## config.mk

```make
export PLATFORM = sky130hd
export DESIGN_NAME = cmp_chg_irq
export DESIGN_NICKNAME = d
export VERILOG_FILES = /design/src/rtl/cmp_pkg.sv /design/src/rtl/cmp_sync.sv /design/src/rtl/cmp_change_det.sv /design/src/rtl/cmp_irq_ctl.sv /design/src/rtl/cmp_chg_irq.sv
export SDC_FILE = /design/constraint.sdc
export NUM_CORES = 1
export LEC_CHECK = 0
export ABC_AREA = 1
export BUFFER_PORTS_ARGS = -buffer_cell sky130_fd_sc_hd__buf_2
export CAP_MARGIN = 25
export CORE_MARGIN = 10
export CORE_UTILIZATION = 44
export DETAILED_ROUTE_END_ITERATION = 8
export PLACE_DENSITY = 0.72
export RECOVER_POWER = 50
export SLEW_MARGIN = 10
export SYNTH_ARGS = -nofsm -noshare
export SYNTH_HDL_FRONTEND = slang
export SYNTH_SLANG_ARGS = --single-unit
export TNS_END_PERCENT = 30
```

## constraint.sdc

```tcl
create_clock -name clk -period 1.1 [get_ports clk]
set_clock_uncertainty 0.1 [all_clocks]
set_input_delay 0.22 -clock clk [delete_from_list [all_inputs] [get_ports clk]]
set_output_delay 0.22 -clock clk [all_outputs]
set_load 0.03 [all_outputs]
```

## src/rtl/cmp_pkg.sv

```systemverilog
package cmp_pkg;
  localparam int NCH      = 2;
  localparam int ADDR_W   = 2;
  localparam int DATA_W   = 8;
  localparam int MODE_W   = 3;
  localparam int OUT_LSB  = DATA_W - NCH;
  localparam int INV_LSB  = OUT_LSB - NCH;
  localparam int FLAG_BIT = 6;
  localparam logic [ADDR_W-1:0] A_CSR  = 2'd0;
  localparam logic [ADDR_W-1:0] A_FLAG = 2'd1;
  localparam logic [ADDR_W-1:0] A_EN   = 2'd2;
  localparam logic [MODE_W-1:0] MODE_RESET = 3'b000;
  localparam logic [MODE_W-1:0] MODE_OFF   = 3'b111;

  function automatic logic mode_on(input logic [MODE_W-1:0] m);
    return (m != MODE_RESET) && (m != MODE_OFF);
  endfunction
endpackage

```

## src/rtl/cmp_sync.sv

```systemverilog
module cmp_sync #(
  parameter int W      = 2,
  parameter int STAGES = 2
) (
  input  logic         clk,
  input  logic         rst,
  input  logic [W-1:0] d,
  output logic [W-1:0] q
);
  logic [STAGES-1:0][W-1:0] chain;

  always_ff @(posedge clk) begin
    if (rst) chain <= '0;
    else     chain <= {chain[STAGES-2:0], d};
  end

  assign q = chain[STAGES-1];
endmodule

```

## src/rtl/cmp_change_det.sv

```systemverilog
module cmp_change_det #(
  parameter int W = 2
) (
  input  logic         clk,
  input  logic         rst,
  input  logic         active,
  input  logic [W-1:0] live,
  input  logic         relatch,
  input  logic [W-1:0] relatch_val,
  output logic         mismatch
);
  logic [W-1:0] ref_q;

  always_ff @(posedge clk) begin
    if (rst)          ref_q <= '0;
    else if (relatch) ref_q <= relatch_val;
  end

  assign mismatch = active && (live != ref_q);

  // after a relatch with no further change, the copy equals the live value
  a_r4_relatch_settles: assert property (@(posedge clk) disable iff (rst)
    (relatch && $stable(live) && live == relatch_val) |=> !mismatch || $changed(live));
endmodule

```

## src/rtl/cmp_irq_ctl.sv

```systemverilog
module cmp_irq_ctl (
  input  logic clk,
  input  logic rst,
  input  logic set_hw,
  input  logic flag_we,
  input  logic flag_wd,
  input  logic en_we,
  input  logic en_wd,
  input  logic per_en,
  input  logic glb_en,
  input  logic sleep,
  output logic flag,
  output logic en,
  output logic irq,
  output logic wake
);
  logic flag_d;

  always_comb begin
    flag_d = flag_we ? flag_wd : flag;
    if (set_hw) flag_d = 1'b1;
  end

  always_ff @(posedge clk) begin
    if (rst) begin
      flag <= 1'b0;
      en   <= 1'b0;
      irq  <= 1'b0;
      wake <= 1'b0;
    end else begin
      flag <= flag_d;
      if (en_we) en <= en_wd;
      irq  <= flag && en && per_en && glb_en;
      wake <= sleep && flag && en;
    end
  end

  a_r6_sw_set: assert property (@(posedge clk) disable iff (rst)
    (flag_we && flag_wd) |=> flag);
  a_r5_hw_beats_clear: assert property (@(posedge clk) disable iff (rst)
    (set_hw && flag_we && !flag_wd) |=> flag);
  a_r7_no_irq_without_per: assert property (@(posedge clk) disable iff (rst)
    !per_en |=> !irq);
  a_r10_wake_needs_sleep: assert property (@(posedge clk) disable iff (rst)
    wake |-> $past(sleep));
endmodule

```

## src/rtl/cmp_chg_irq.sv

```systemverilog
module cmp_chg_irq
  import cmp_pkg::*;
#(
  parameter int SYNC_STAGES = 2
) (
  input  logic              clk,
  input  logic              rst,
  input  logic              bus_wr,
  input  logic              bus_rd,
  input  logic [ADDR_W-1:0] bus_addr,
  input  logic [DATA_W-1:0] bus_wdata,
  output logic [DATA_W-1:0] bus_rdata,
  input  logic [NCH-1:0]    cmp_raw,
  input  logic              per_en,
  input  logic              glb_en,
  input  logic              sleep,
  output logic              irq,
  output logic              wake
);
  logic [NCH-1:0]    sync_q, inv_q, live, new_inv, wr_live, relatch_val;
  logic [MODE_W-1:0] mode_q, new_mode;
  logic              active, csr_wr, csr_rd, csr_acc, mismatch, flag, en;
  logic [DATA_W-1:0] rd_mux;

  cmp_sync #(.W(NCH), .STAGES(SYNC_STAGES)) u_sync (
    .clk(clk), .rst(rst), .d(cmp_raw), .q(sync_q));

  assign csr_wr   = bus_wr && (bus_addr == A_CSR);
  assign csr_rd   = bus_rd && (bus_addr == A_CSR);
  assign csr_acc  = csr_wr || csr_rd;
  assign active   = mode_on(mode_q);
  assign live     = active ? (sync_q ^ inv_q) : '0;
  assign new_inv  = bus_wdata[INV_LSB +: NCH];
  assign new_mode = bus_wdata[MODE_W-1:0];
  assign wr_live  = mode_on(new_mode) ? (sync_q ^ new_inv) : '0;
  assign relatch_val = csr_wr ? wr_live : live;

  always_ff @(posedge clk) begin
    if (rst) begin
      inv_q  <= '0;
      mode_q <= MODE_RESET;
    end else if (csr_wr) begin
      inv_q  <= new_inv;
      mode_q <= new_mode;
    end
  end

  cmp_change_det #(.W(NCH)) u_det (
    .clk(clk), .rst(rst), .active(active), .live(live),
    .relatch(csr_acc), .relatch_val(relatch_val), .mismatch(mismatch));

  cmp_irq_ctl u_ctl (
    .clk(clk), .rst(rst),
    .set_hw(mismatch && !csr_acc),
    .flag_we(bus_wr && (bus_addr == A_FLAG)), .flag_wd(bus_wdata[FLAG_BIT]),
    .en_we(bus_wr && (bus_addr == A_EN)),     .en_wd(bus_wdata[FLAG_BIT]),
    .per_en(per_en), .glb_en(glb_en), .sleep(sleep),
    .flag(flag), .en(en), .irq(irq), .wake(wake));

  always_comb begin
    rd_mux = '0;
    case (bus_addr)
      A_CSR: begin
        rd_mux[OUT_LSB +: NCH] = live;
        rd_mux[INV_LSB +: NCH] = inv_q;
        rd_mux[MODE_W-1:0]     = mode_q;
      end
      A_FLAG:  rd_mux[FLAG_BIT] = flag;
      A_EN:    rd_mux[FLAG_BIT] = en;
      default: rd_mux = '0;
    endcase
  end

  always_ff @(posedge clk) begin
    if (rst)         bus_rdata <= '0;
    else if (bus_rd) bus_rdata <= rd_mux;
  end

  a_r3_mismatch_sets_flag: assert property (@(posedge clk) disable iff (rst)
    (mismatch && !csr_acc) |=> flag);
  a_r9_off_no_flag_source: assert property (@(posedge clk) disable iff (rst)
    (!active && !flag && !(bus_wr && bus_addr == A_FLAG)) |=> !flag);
  a_r1_reset_quiet: assert property (@(posedge clk) disable iff (rst)
    $past(rst) |-> (!flag && !irq && !wake && mode_q == MODE_RESET));
endmodule

```

**Yosys cells after proc, flatten, opt, wreduce, memory -nomap -nowiden**

Cells that the tools add are included.

- Reduce and logical (&&, ||, !) cells: 19
- Mux-type cells: 9
- Equal/unequal tests: 5
- Bitwise logic cells: 2

Operators by type and width:

| kind | number |
|---|---|
| logical AND 1 bit | 13 |
| 2-to-1 mux 2 bit | 4 |
| != test 3 bit (second input constant) | 2 |
| nonzero test 3 bit | 2 |
| bitwise XOR 2 bit | 2 |
| 2-to-1 mux 1 bit | 3 |
| 2-to-1 mux 3 bit | 1 |
| case mux 1 bit (3 select lines) | 1 |
| == test 2 x 1 -> 1 bit (second input constant) | 1 |
| == test 2 bit (second input constant) | 1 |
| zero test 2 bit | 1 |
| != test 2 bit | 1 |
| nonzero test 2 bit | 1 |
| zero test 1 bit | 1 |
| logical OR 1 bit | 1 |

- Word-level logic and storage cells: 45
- Register bits after elaboration: 22

**Depth between registers and ports, before layout**

Gate-level depths: netlist (run 1).

- Word-level depth: 7
- Depth in mapped cells: 10

**Cells and area by module**

Synthesis (run 1) repeated with hierarchy kept, for this count alone.

- Cells, all modules: 147
- Area, all modules: 1016.0 µm²

By module, submodules not included:

| module | cells each | area each (µm²) | times used |
|---|---|---|---|
| cmp_chg_irq | 92 | 626.9 | 1 |
| cmp_irq_ctl | 20 | 145.1 | 1 |
| cmp_sync | 14 | 125.1 | 1 |
| cmp_change_det | 21 | 118.9 | 1 |

**Worst setup path after synthesis (run 1)**

No wires, ideal clock.

- Path type: reg2reg
- Start: register mode_q[0]
- End: register bus_rdata[6]
- Clock period less this slack: 1138 ps
- Stages on the path, launching flop included: 7
- Path buffers: 0
- Path slack: -38 ps
- Arrival time: 921 ps
- Data required time: 882 ps
- Path through: dfxtp_1 > o21ai_1 > nand2_2 > nand2_1 > nor2_1 > o31ai_2 > inv_1

- Longest elaborated chain between the ends: 4
- Elaborated cells between the ends (all ways): 5
- Those cells by class: 1 x eq/ne; 2 x mux; 2 x reduce/logical

RTL lines:

| item | RTL line | text |
|---|---|---|
| from (decl) | cmp_chg_irq.sv:21 | `logic [MODE_W-1:0] mode_q, new_mode;` |
| from (signal assigned) | cmp_chg_irq.sv:44 | `mode_q <= new_mode;` |
| != test 3 bit or nonzero test 3 bit (tied branches) | cmp_pkg.sv:16 | `return (m != MODE_RESET) && (m != MODE_OFF);` |
| logical AND 1 bit (*) | cmp_pkg.sv:16 |  |
| 2-to-1 mux 2 bit (*) | cmp_chg_irq.sv:32 | `assign live = active ? (sync_q ^ inv_q) : '0;` |
| case mux 1 bit (3 select lines) (*) | cmp_chg_irq.sv:62 | `case (bus_addr)` |
| to (signal assigned) | cmp_chg_irq.sv:76 | `else if (bus_rd) bus_rdata <= rd_mux;` |
| to (decl) | cmp_chg_irq.sv:12 | `output logic [DATA_W-1:0] bus_rdata,` |

Mark *: on every way between the ends. The rest lies on a longest branch, timed or not.
A chain may end at the register's enable or synchronous reset.

**Worst setup path after layout (run 1)**

- Start: register mode_q[1]
- End: register bus_rdata[6]

The elaborated chain is that of the path after synthesis.

==> results.sh, run 1 <==
export IMPL_cts_buffer_depth=2
export IMPL_crit_path_frequent_cell="nand2_2"
export IMPL_io_buffers=25
export IMPL_first_global_vias=1097
export IMPL_worstPathCellList="o21ai_4 -> nand2_2 -> nand2_2 -> nor2_1 -> o31ai_2 -> inv_1"
export IMPL_hpwlAfterDp_um=1920
export IMPL_syn_area_um2=993
export IMPL_dr_wl_met3_um=212
export IMPL_hold_violations=0
export IMPL_fin_crit_sh_pct=110
export IMPL_cts_tree="yes"
export IMPL_cts_root_buf="clkbuf_4"
export IMPL_peakVddDrop_mv=0.964
export IMPL_die_area_um2=4560
export IMPL_syn_nets=159
export IMPL_async_flop_share_pct=0
export IMPL_final_net_count=204
export IMPL_yosysSeqAreaShare_pct=44.3
export IMPL_antenna_found_initial=0
export IMPL_crit_type="flip-flop to flip-flop"
export IMPL_syn_area_per_cell_um2=7.10
export IMPL_critPathMaxStageDelay_ns=0.39
export IMPL_powerDensity_nw_per_um2=1060
export IMPL_crit_required_ns=1.20
export IMPL_pre_cts_slack_ns=-0.0947
export IMPL_slew_viol_final=0
export IMPL_final_area_um2=1430
export IMPL_setup_viol=4
export IMPL_synth_edff_count=0
export IMPL_drive_gt1_share_pct=44.0
export IMPL_p_leak_nw=0.647
export IMPL_fin_util_pct=65.3
export IMPL_synth_seq_cells=22
export IMPL_violations="negative setup slack"
export IMPL_die_y_um=67.5
export IMPL_cts_inserted_buffers=3
export IMPL_m1WireLength_um=989
export IMPL_grt_pass1_wl_um=4440
export IMPL_drt_initial_drc_count=39
export IMPL_power_mw=1.52
export IMPL_slew_headroom_pct=64.9
export IMPL_num_antenna_cells=0
export IMPL_outcome="finished, violations left"
export IMPL_start_kind="flip-flop"
export IMPL_hold_path_class="input pin to flip-flop"
export IMPL_place_gp_congestion=0.836
export IMPL_worstSkewPairLatency_ns=0.30
export IMPL_syn_inst=140
export IMPL_totalWireLength_um=2610
export IMPL_cp_arrival_ns=1.31
export IMPL_postLayoutSetupSlackWorst_ns=-0.110
export IMPL_period_needed_ns=1.21
export IMPL_grt_max_degree=14
export IMPL_cts_sinks=22
export IMPL_die_x_um=67.5
export IMPL_yosysWarnings=0
export IMPL_crit_slowest_cell="dfxtp_4"
export IMPL_grt_overflow_total=0
export IMPL_firstDrtPassIters=4
export IMPL_layout_commonest_cell="nand2_1"
export IMPL_endpoint_kind="flip-flop"
export IMPL_io_pins=29
export IMPL_vias=1036
export IMPL_synth_ff_type="dfxtp_1"
export IMPL_clk_pin_slew_ns=0.12
export IMPL_worstMarginPinSlew_ns=0.526
export IMPL_viasPerCell=4.89
export IMPL_mostFrequentLayoutCells="nand2_1, buf_4, buf_2, dfxtp_2"
export IMPL_wl_met2_um=1360
export IMPL_drc=0
export IMPL_wl_per_cell_um=12.3
export IMPL_grt_use_total_pct=12.0
export IMPL_area_growth_pct=44.0
export IMPL_rsz0062_at_grt="yes"
export IMPL_clock_fmax_mhz=826
export IMPL_final_antenna_net_count=0
export IMPL_htreeDepth=1
export IMPL_cap_violations=0
export IMPL_rows=17
export IMPL_place_area_um2=1270
export IMPL_yosysUniqueCellTypes=24
export IMPL_start_util_pct=45.3
export IMPL_hold_slack_ns=0.0159
export IMPL_top_layer="met4"
export IMPL_coreArea_um2=2190
export IMPL_critPathMaxFanout=5
power by group:
part / total (mW) / internal, mW / switching, mW / leakage [nW]
Combinational: 0.247 / 0.111 / 0.136 / 0.439
Clock: 0.433 / 0.202 / 0.231 / 0.0210
Sequential: 0.839 / 0.819 / 0.0203 / 0.186
critical path: cells and delay by family (launching register included):
kind / cells / cell delay, ns
flops: 1 / 0.39
compound gates: 2 / 0.33
simple gates: 3 / 0.23
buf+inv: 1 / 0.06
worst paths after layout:
path | start | to | slack (ns) | depth (start not counted)
worst max-delay path | mode_q[1] | bus_rdata[6] | -0.11 | 6
worst min-delay path | per_en | u_ctl.irq | 0.02 | 3
worst max register to register | mode_q[1] | bus_rdata[6] | -0.11 | 6
worst min register to register | u_sync.chain[0] | u_sync.q[0] | 0.31 | 2
metrics by stage:
stage	TNS (ns)	cells
floorplan	0	140
global placement	-0.193	205
detailed placement	-0.437	205
CTS	-0.227	211
global route	-0.732	212
finish	-0.240	212
layout make-up:
type / count / area, um^2
sequential: 22 / 463
clock buffer: 4 / 36.3
multi-input combinational: 95 / 498
fill: 192 / 761
tap: 28 / 35.0
inverter: 20 / 75.1
timing repair buffer: 43 / 323
Yosys cell counts (all sizes together) (2+ instances only):
| cell | n | share of area [%] |
|---|---|---|
| buf | 2 | 1.1 |
| a21oi | 12 | 6.4 |
| dfxtp | 22 | 44 |
| nand3 | 11 | 5.5 |
| nor2 | 14 | 6.8 |
| a211oi | 3 | 2.3 |
| nand2 | 42 | 16 |
| xor2 | 2 | 1.8 |
| a31oi | 2 | 1.3 |
| nand4 | 2 | 1.3 |
| o21ai | 2 | 1.0 |
| inv | 20 | 7.6 |
timing repair:
item | CTS | global route
setup endpoints to repair | 12 | 14
endpoints found under the hold margin | 1 | 0
pin swaps | 2 | 5
hold buffers | 1 | 0
gates resized for setup | 34 | 10
buffers inserted | 1 | 1
metal layers:
metal / GRT usage, % / vias to the layer above
li1: - / 531
met1: 12.3 / 473
met2: 22.7 / 25
met3: 4.13 / 7
met4: 3.08 / 0
met5: 0 / -
registers in the layout (all words and copies together), names as in the netlist:
name / count
bus_rdata: 7
mode_q: 3
inv_q: 2
u_det.ref_q: 2
u_sync.chain: 2
u_sync.q: 2
u_ctl.en: 1
u_ctl.flag: 1
u_ctl.irq: 1
u_ctl.wake: 1
cell families (layout without fill, tap and decap cells):
kind of cell / after synthesis / after routing / share of synthesized area, %
compound gates: 20 / 20 / 12.2
xor+xnor: 2 / 2 / 1.76
buf+inv: 23 / 67 / 9.07
flops: 22 / 22 / 44.3
mux: 1 / 1 / 1.01
other cells: 1 / 1 / 0.377
simple gates: 71 / 71 / 31.2
Note: power is estimated with default switching activity, not from simulation.
==> run 2, diff against run 1 <==
--- a/config.mk
+++ b/config.mk
@@ -8,8 +8,10 @@
 export ABC_AREA = 1
 export BUFFER_PORTS_ARGS = -buffer_cell sky130_fd_sc_hd__buf_2
 export CAP_MARGIN = 25
+export CORE_ASPECT_RATIO = 1.25
 export CORE_MARGIN = 10
 export CORE_UTILIZATION = 44
+export CTS_CLUSTER_DIAMETER = 50
 export DETAILED_ROUTE_END_ITERATION = 8
 export PLACE_DENSITY = 0.72
 export RECOVER_POWER = 50
==> results.sh, run 2 (same netlist as run 1, synthesis figures left out) <==
export IMPL_outcome="finished, violations left"
export IMPL_violations="negative setup slack"
export IMPL_io_pins=29
export IMPL_rsz0062_at_grt="yes"
export IMPL_p_leak_nw=0.651
export IMPL_viasPerCell=4.75
export IMPL_grt_max_degree=17
export IMPL_crit_type="flip-flop to flip-flop"
export IMPL_place_gp_congestion=0.774
export IMPL_cts_root_buf="clkbuf_4"
export IMPL_top_register="bus_rdata"
export IMPL_antenna_found_initial=0
export IMPL_cp_arrival_ns=1.29
export IMPL_hold_path_class="input pin to flip-flop"
export IMPL_postLayoutSetupSlackWorst_ns=-0.0816
export IMPL_cap_violations=0
export IMPL_power_mw=1.54
export IMPL_cts_buffer_depth=2
export IMPL_nFillCells=197
export IMPL_final_area_um2=1460
export IMPL_coreArea_um2=2190
export IMPL_drt_initial_drc_count=20
export IMPL_io_buffers=25
export IMPL_vias=1025
export IMPL_mostFrequentLayoutCells="nand2_1, buf_4, buf_2, inv_1, dfxtp_2"
export IMPL_layout_commonest_cell="nand2_1"
export IMPL_cts_tree="yes"
export IMPL_hold_violations=0
export IMPL_final_cells=216
export IMPL_die_y_um=73.1
export IMPL_top_regs="bus_rdata x7, mode_q x3"
export IMPL_totalWireLength_um=2410
export IMPL_first_global_vias=950
export IMPL_htreeDepth=1
export IMPL_die_area_um2=4570
export IMPL_start_util_pct=45.4
export IMPL_peakVddDrop_mv=1.16
export IMPL_crit_required_ns=1.21
export IMPL_area_growth_pct=47.1
export IMPL_largest_reg_flops=7
export IMPL_drive_gt1_share_pct=47.0
export IMPL_endpoint_kind="flip-flop"
export IMPL_die_x_um=62.5
export IMPL_period_needed_ns=1.18
export IMPL_rows=19
export IMPL_firstDrtPassIters=4
export IMPL_powerDensity_nw_per_um2=1050
export IMPL_grt_overflow_total=0
export IMPL_critPathMaxFanout=5
export IMPL_fin_crit_sh_pct=107
export IMPL_slew_viol_final=0
export IMPL_post_place_cells=206
export IMPL_setup_viol=8
export IMPL_wl_per_cell_um=11.1
export IMPL_clock_fmax_mhz=846
export IMPL_drc=0
export IMPL_place_area_um2=1260
export IMPL_start_kind="flip-flop"
export IMPL_grt_use_total_pct=10.8
export IMPL_cts_inserted_buffers=3
export IMPL_clk_pin_slew_ns=0.12
export IMPL_cts_sinks=22
export IMPL_hpwlAfterDp_um=1800
export IMPL_final_net_count=205
export IMPL_final_antenna_net_count=0
export IMPL_num_antenna_cells=0
export IMPL_fin_util_pct=66.8
export IMPL_grt_pass1_wl_um=4130
export IMPL_worstSkewPairLatency_ns=0.31
[run 2: final timing paths]
path	from	slack, ns	cells past startpoint	to
setup / recovery	mode_q[1]	-0.08	6	bus_rdata[6]
hold / removal	per_en	0.006	3	u_ctl.irq
setup reg to reg	mode_q[1]	-0.08	6	bus_rdata[6]
hold reg to reg	u_sync.chain[1]	0.31	2	u_sync.q[1]
[run 2: metal layers]
metal	vias to the layer above	track usage, %	routed length, um
met4	0	3.73	23
met1	465	11.9	1110
li1	532	-	-
met5	-	0	0
met3	4	3.23	105
met2	24	19.2	1170
[run 2: repair_timing]
item	CTS	global route
hold buffers	1	0
endpoints found under the hold margin	1	0
setup buffers	3	2
pin swaps	2	4
setup endpoints to repair	12	14
resized for setup	34	16
[run 2: cell type report]
cell class	instances	area [um^2]	share of cell area [%]
sequential	22	465	31.8
timing repair buffer	44	338	23.1
inverter	20	75.1	5.14
tap	31	38.8	2.65
clock buffer	4	36.3	2.48
multi-input combinational	95	508	34.8
[run 2: metrics by stage]
| stage | setup TNS, ns | hold slack (ns) | setup slack [ns] |
|---|---|---|---|
| final | -0.219 | 0.00576 | -0.0816 |
| after global routing | -0.842 | 0.00764 | -0.141 |
| after CTS | -0.277 | 0.0000542 | -0.0780 |
| after detailed placement | -0.394 | 0.295 | -0.108 |
| after global placement | -0.194 | 0.294 | -0.0576 |
| after floorplan | 0 | 0.198 | 0.00624 |
[run 2: worst max-delay path: stages, from the launching register on]
cell	delay, ns
dfxtp_4	0.39
o21ai_4	0.18
nand2_4	0.08
nand2_2	0.08
nor2_2	0.04
o31ai_2	0.16
inv_1	0.05
[run 2: where the power goes]
group | internal, mW | switching, mW | leakage (nW) | total [mW]
Sequential | 0.818 | 0.0207 | 0.187 | 0.838
Clock | 0.202 | 0.241 | 0.0210 | 0.443
Combinational | 0.120 | 0.136 | 0.444 | 0.256
==> run 3, diff against run 2 <==
--- a/config.mk
+++ b/config.mk
@@ -10,10 +10,10 @@
 export CAP_MARGIN = 25
 export CORE_ASPECT_RATIO = 1.25
 export CORE_MARGIN = 10
-export CORE_UTILIZATION = 44
+export CORE_UTILIZATION = 53
 export CTS_CLUSTER_DIAMETER = 50
 export DETAILED_ROUTE_END_ITERATION = 8
-export PLACE_DENSITY = 0.72
+export PLACE_DENSITY = 0.81
 export RECOVER_POWER = 50
 export SLEW_MARGIN = 10
 export SYNTH_ARGS = -nofsm -noshare
==> constraint.sdc (replaced) <==
create_clock -name clk -period 1.53 [get_ports clk]
set_clock_uncertainty 0.1 [all_clocks]
set_input_delay 0.306 -clock clk [delete_from_list [all_inputs] [get_ports clk]]
set_output_delay 0.306 -clock clk [all_outputs]
set_load 0.03 [all_outputs]
==> results.sh, run 3 (same netlist as run 1, synthesis figures left out) <==
export IMPL_crit_path_frequent_cell="nand2_1"
export IMPL_coreArea_um2=1770
export IMPL_slew_headroom_pct=46.9
export IMPL_viasPerCell=5.08
export IMPL_final_antenna_net_count=0
export IMPL_peakVddDrop_mv=0.661
export IMPL_cts_buffer_depth=2
export IMPL_mostFrequentLayoutCells="nand2_1, buf_2, dfxtp_1, inv_1, nor2_1"
export IMPL_hold_violations=0
export IMPL_top_regs="bus_rdata x7, mode_q x3"
export IMPL_start_kind="flip-flop"
export IMPL_clock_fmax_mhz=759
export IMPL_power_frac_seq_pct=60.8
export IMPL_crit_slowest_cell="dfxtp_1"
export IMPL_crit_type="flip-flop to flip-flop"
export IMPL_critPathMaxFanout=4
export IMPL_antenna_found_initial=0
export IMPL_hold_path_class="input pin to flip-flop"
export IMPL_die_y_um=68.4
export IMPL_htreeDepth=1
export IMPL_hpwlAfterDp_um=1750
export IMPL_layout_commonest_cell="nand2_1"
export IMPL_place_gp_congestion=0.761
export IMPL_netSwitchingPower_uw=263
export IMPL_area_growth_pct=16.0
export IMPL_rrSetupSlack_ns=0.21
export IMPL_firstDrtPassIters=5
export IMPL_first_global_vias=879
export IMPL_start_util_pct=56.3
export IMPL_comb_power_share_pct=13.1
export IMPL_grt_pass1_wl_um=3610
export IMPL_die_x_um=58.7
export IMPL_vias=940
export IMPL_grt_overflow_total=0
export IMPL_grt_max_degree=18
export IMPL_cp_arrival_ns=1.38
export IMPL_wl_per_cell_um=12.1
export IMPL_ctsHoldBuffers=0
export IMPL_p_leak_nw=0.530
export IMPL_nFillCells=168
export IMPL_worstPathCellList="inv_1 -> o21ai_1 -> nand2_2 -> nand2_1 -> nand2_1 -> nand2_1 -> nand2_1 -> nand2_1 -> a21oi_2"
export IMPL_p_sw_share_pct=26.5
export IMPL_cts_sinks=22
export IMPL_cts_tree="yes"
export IMPL_drive_gt1_share_pct=22.9
export IMPL_period_needed_ns=1.32
export IMPL_num_antenna_cells=0
export IMPL_totalWireLength_um=2230
export IMPL_cts_root_buf="clkbuf_4"
export IMPL_critPathMaxStageDelay_ns=0.41
export IMPL_endpoint_kind="flip-flop"
export IMPL_worstSkewPairLatency_ns=0.30
export IMPL_drt_initial_drc_count=13
export IMPL_slew_viol_final=0
export IMPL_cellInternalPower_uw=729
export IMPL_fin_util_pct=65.3
export IMPL_setup_viol=0
export IMPL_largest_reg_flops=7
export IMPL_cap_violations=0
export IMPL_setup_tns_ns=0
export IMPL_die_area_um2=4020
export IMPL_drc=0
export IMPL_final_net_count=187
export IMPL_fin_crit_sh_pct=86.1
export IMPL_top_register="bus_rdata"
export IMPL_cts_resized=0
export IMPL_clkPwrFrac_pct=26.2
export IMPL_cts_inserted_buffers=3
export IMPL_post_cts_setup_buffers=0
export IMPL_worstMarginPinSlew_ns=0.797
export IMPL_clk_pin_slew_ns=0.12
export IMPL_outcome="completed"
export IMPL_io_buffers=25
export IMPL_grt_use_total_pct=11.0
export IMPL_io_pins=29
export IMPL_powerDensity_nw_per_um2=861
export IMPL_crit_required_ns=1.59
export IMPL_rows=17
export IMPL_rsz0062_at_grt="no"
## run 3: critical path, delay by kind of cell (launching register included)
family,cells,cell delay (ns)
flip-flops,1,0.41
AND/OR/NAND/NOR,6,0.40
AO/OA/AOI/OAI,2,0.18
buffers and inverters,1,0.10
## run 3: cell type report
class / count / area (um^2) / area share, %
clock buffers: 3 / 22.5 / 1.95
inverters: 20 / 75.1 / 6.51
multi-input cells: 95 / 463 / 40.2
flip-flops and latches: 22 / 440 / 38.2
well taps: 19 / 23.8 / 2.06
repair buffers: 26 / 128 / 11.1
## run 3: through the flow
stage	hold slack (ns)	instances	worst slack [ns]	power, mW	area, um^2
after CTS	0.0953	185	0.245	0.993	1160
final	0.0912	185	0.213	0.993	1150
after detailed placement	0.304	182	0.251	0.747	1130
after global routing	0.101	185	0.0631	1.03	1150
after floorplan	0.284	140	0.392	0.701	993
after global placement	0.293	182	0.278	0.742	1130
## run 3: power by group through the flow
stage	Sequential (mW)	Combinational [mW]	Clock [mW]
floorplan	0.618	0.0828	0
global placement	0.615	0.126	0
detailed placement	0.616	0.131	0
CTS	0.603	0.132	0.258
global route	0.606	0.147	0.282
finish	0.603	0.130	0.260
## run 3: per-layer routing
layer	global-route usage (%)	part of all wire [%]	vias up
li1	-	-	494
met1	10.7	39	414
met2	21.1	52	30
met3	3.70	8.2	2
met4	3.45	0.76	0
met5	0	0	-
## run 3: worst paths after layout
kind                    from              end  depth (start not counted)
max                mode_q[2]       u_ctl.flag                          9
min reg2reg  u_sync.chain[1]      u_sync.q[1]                          2
max reg2reg        mode_q[2]       u_ctl.flag                          9
min               cmp_raw[0]  u_sync.chain[0]                          3
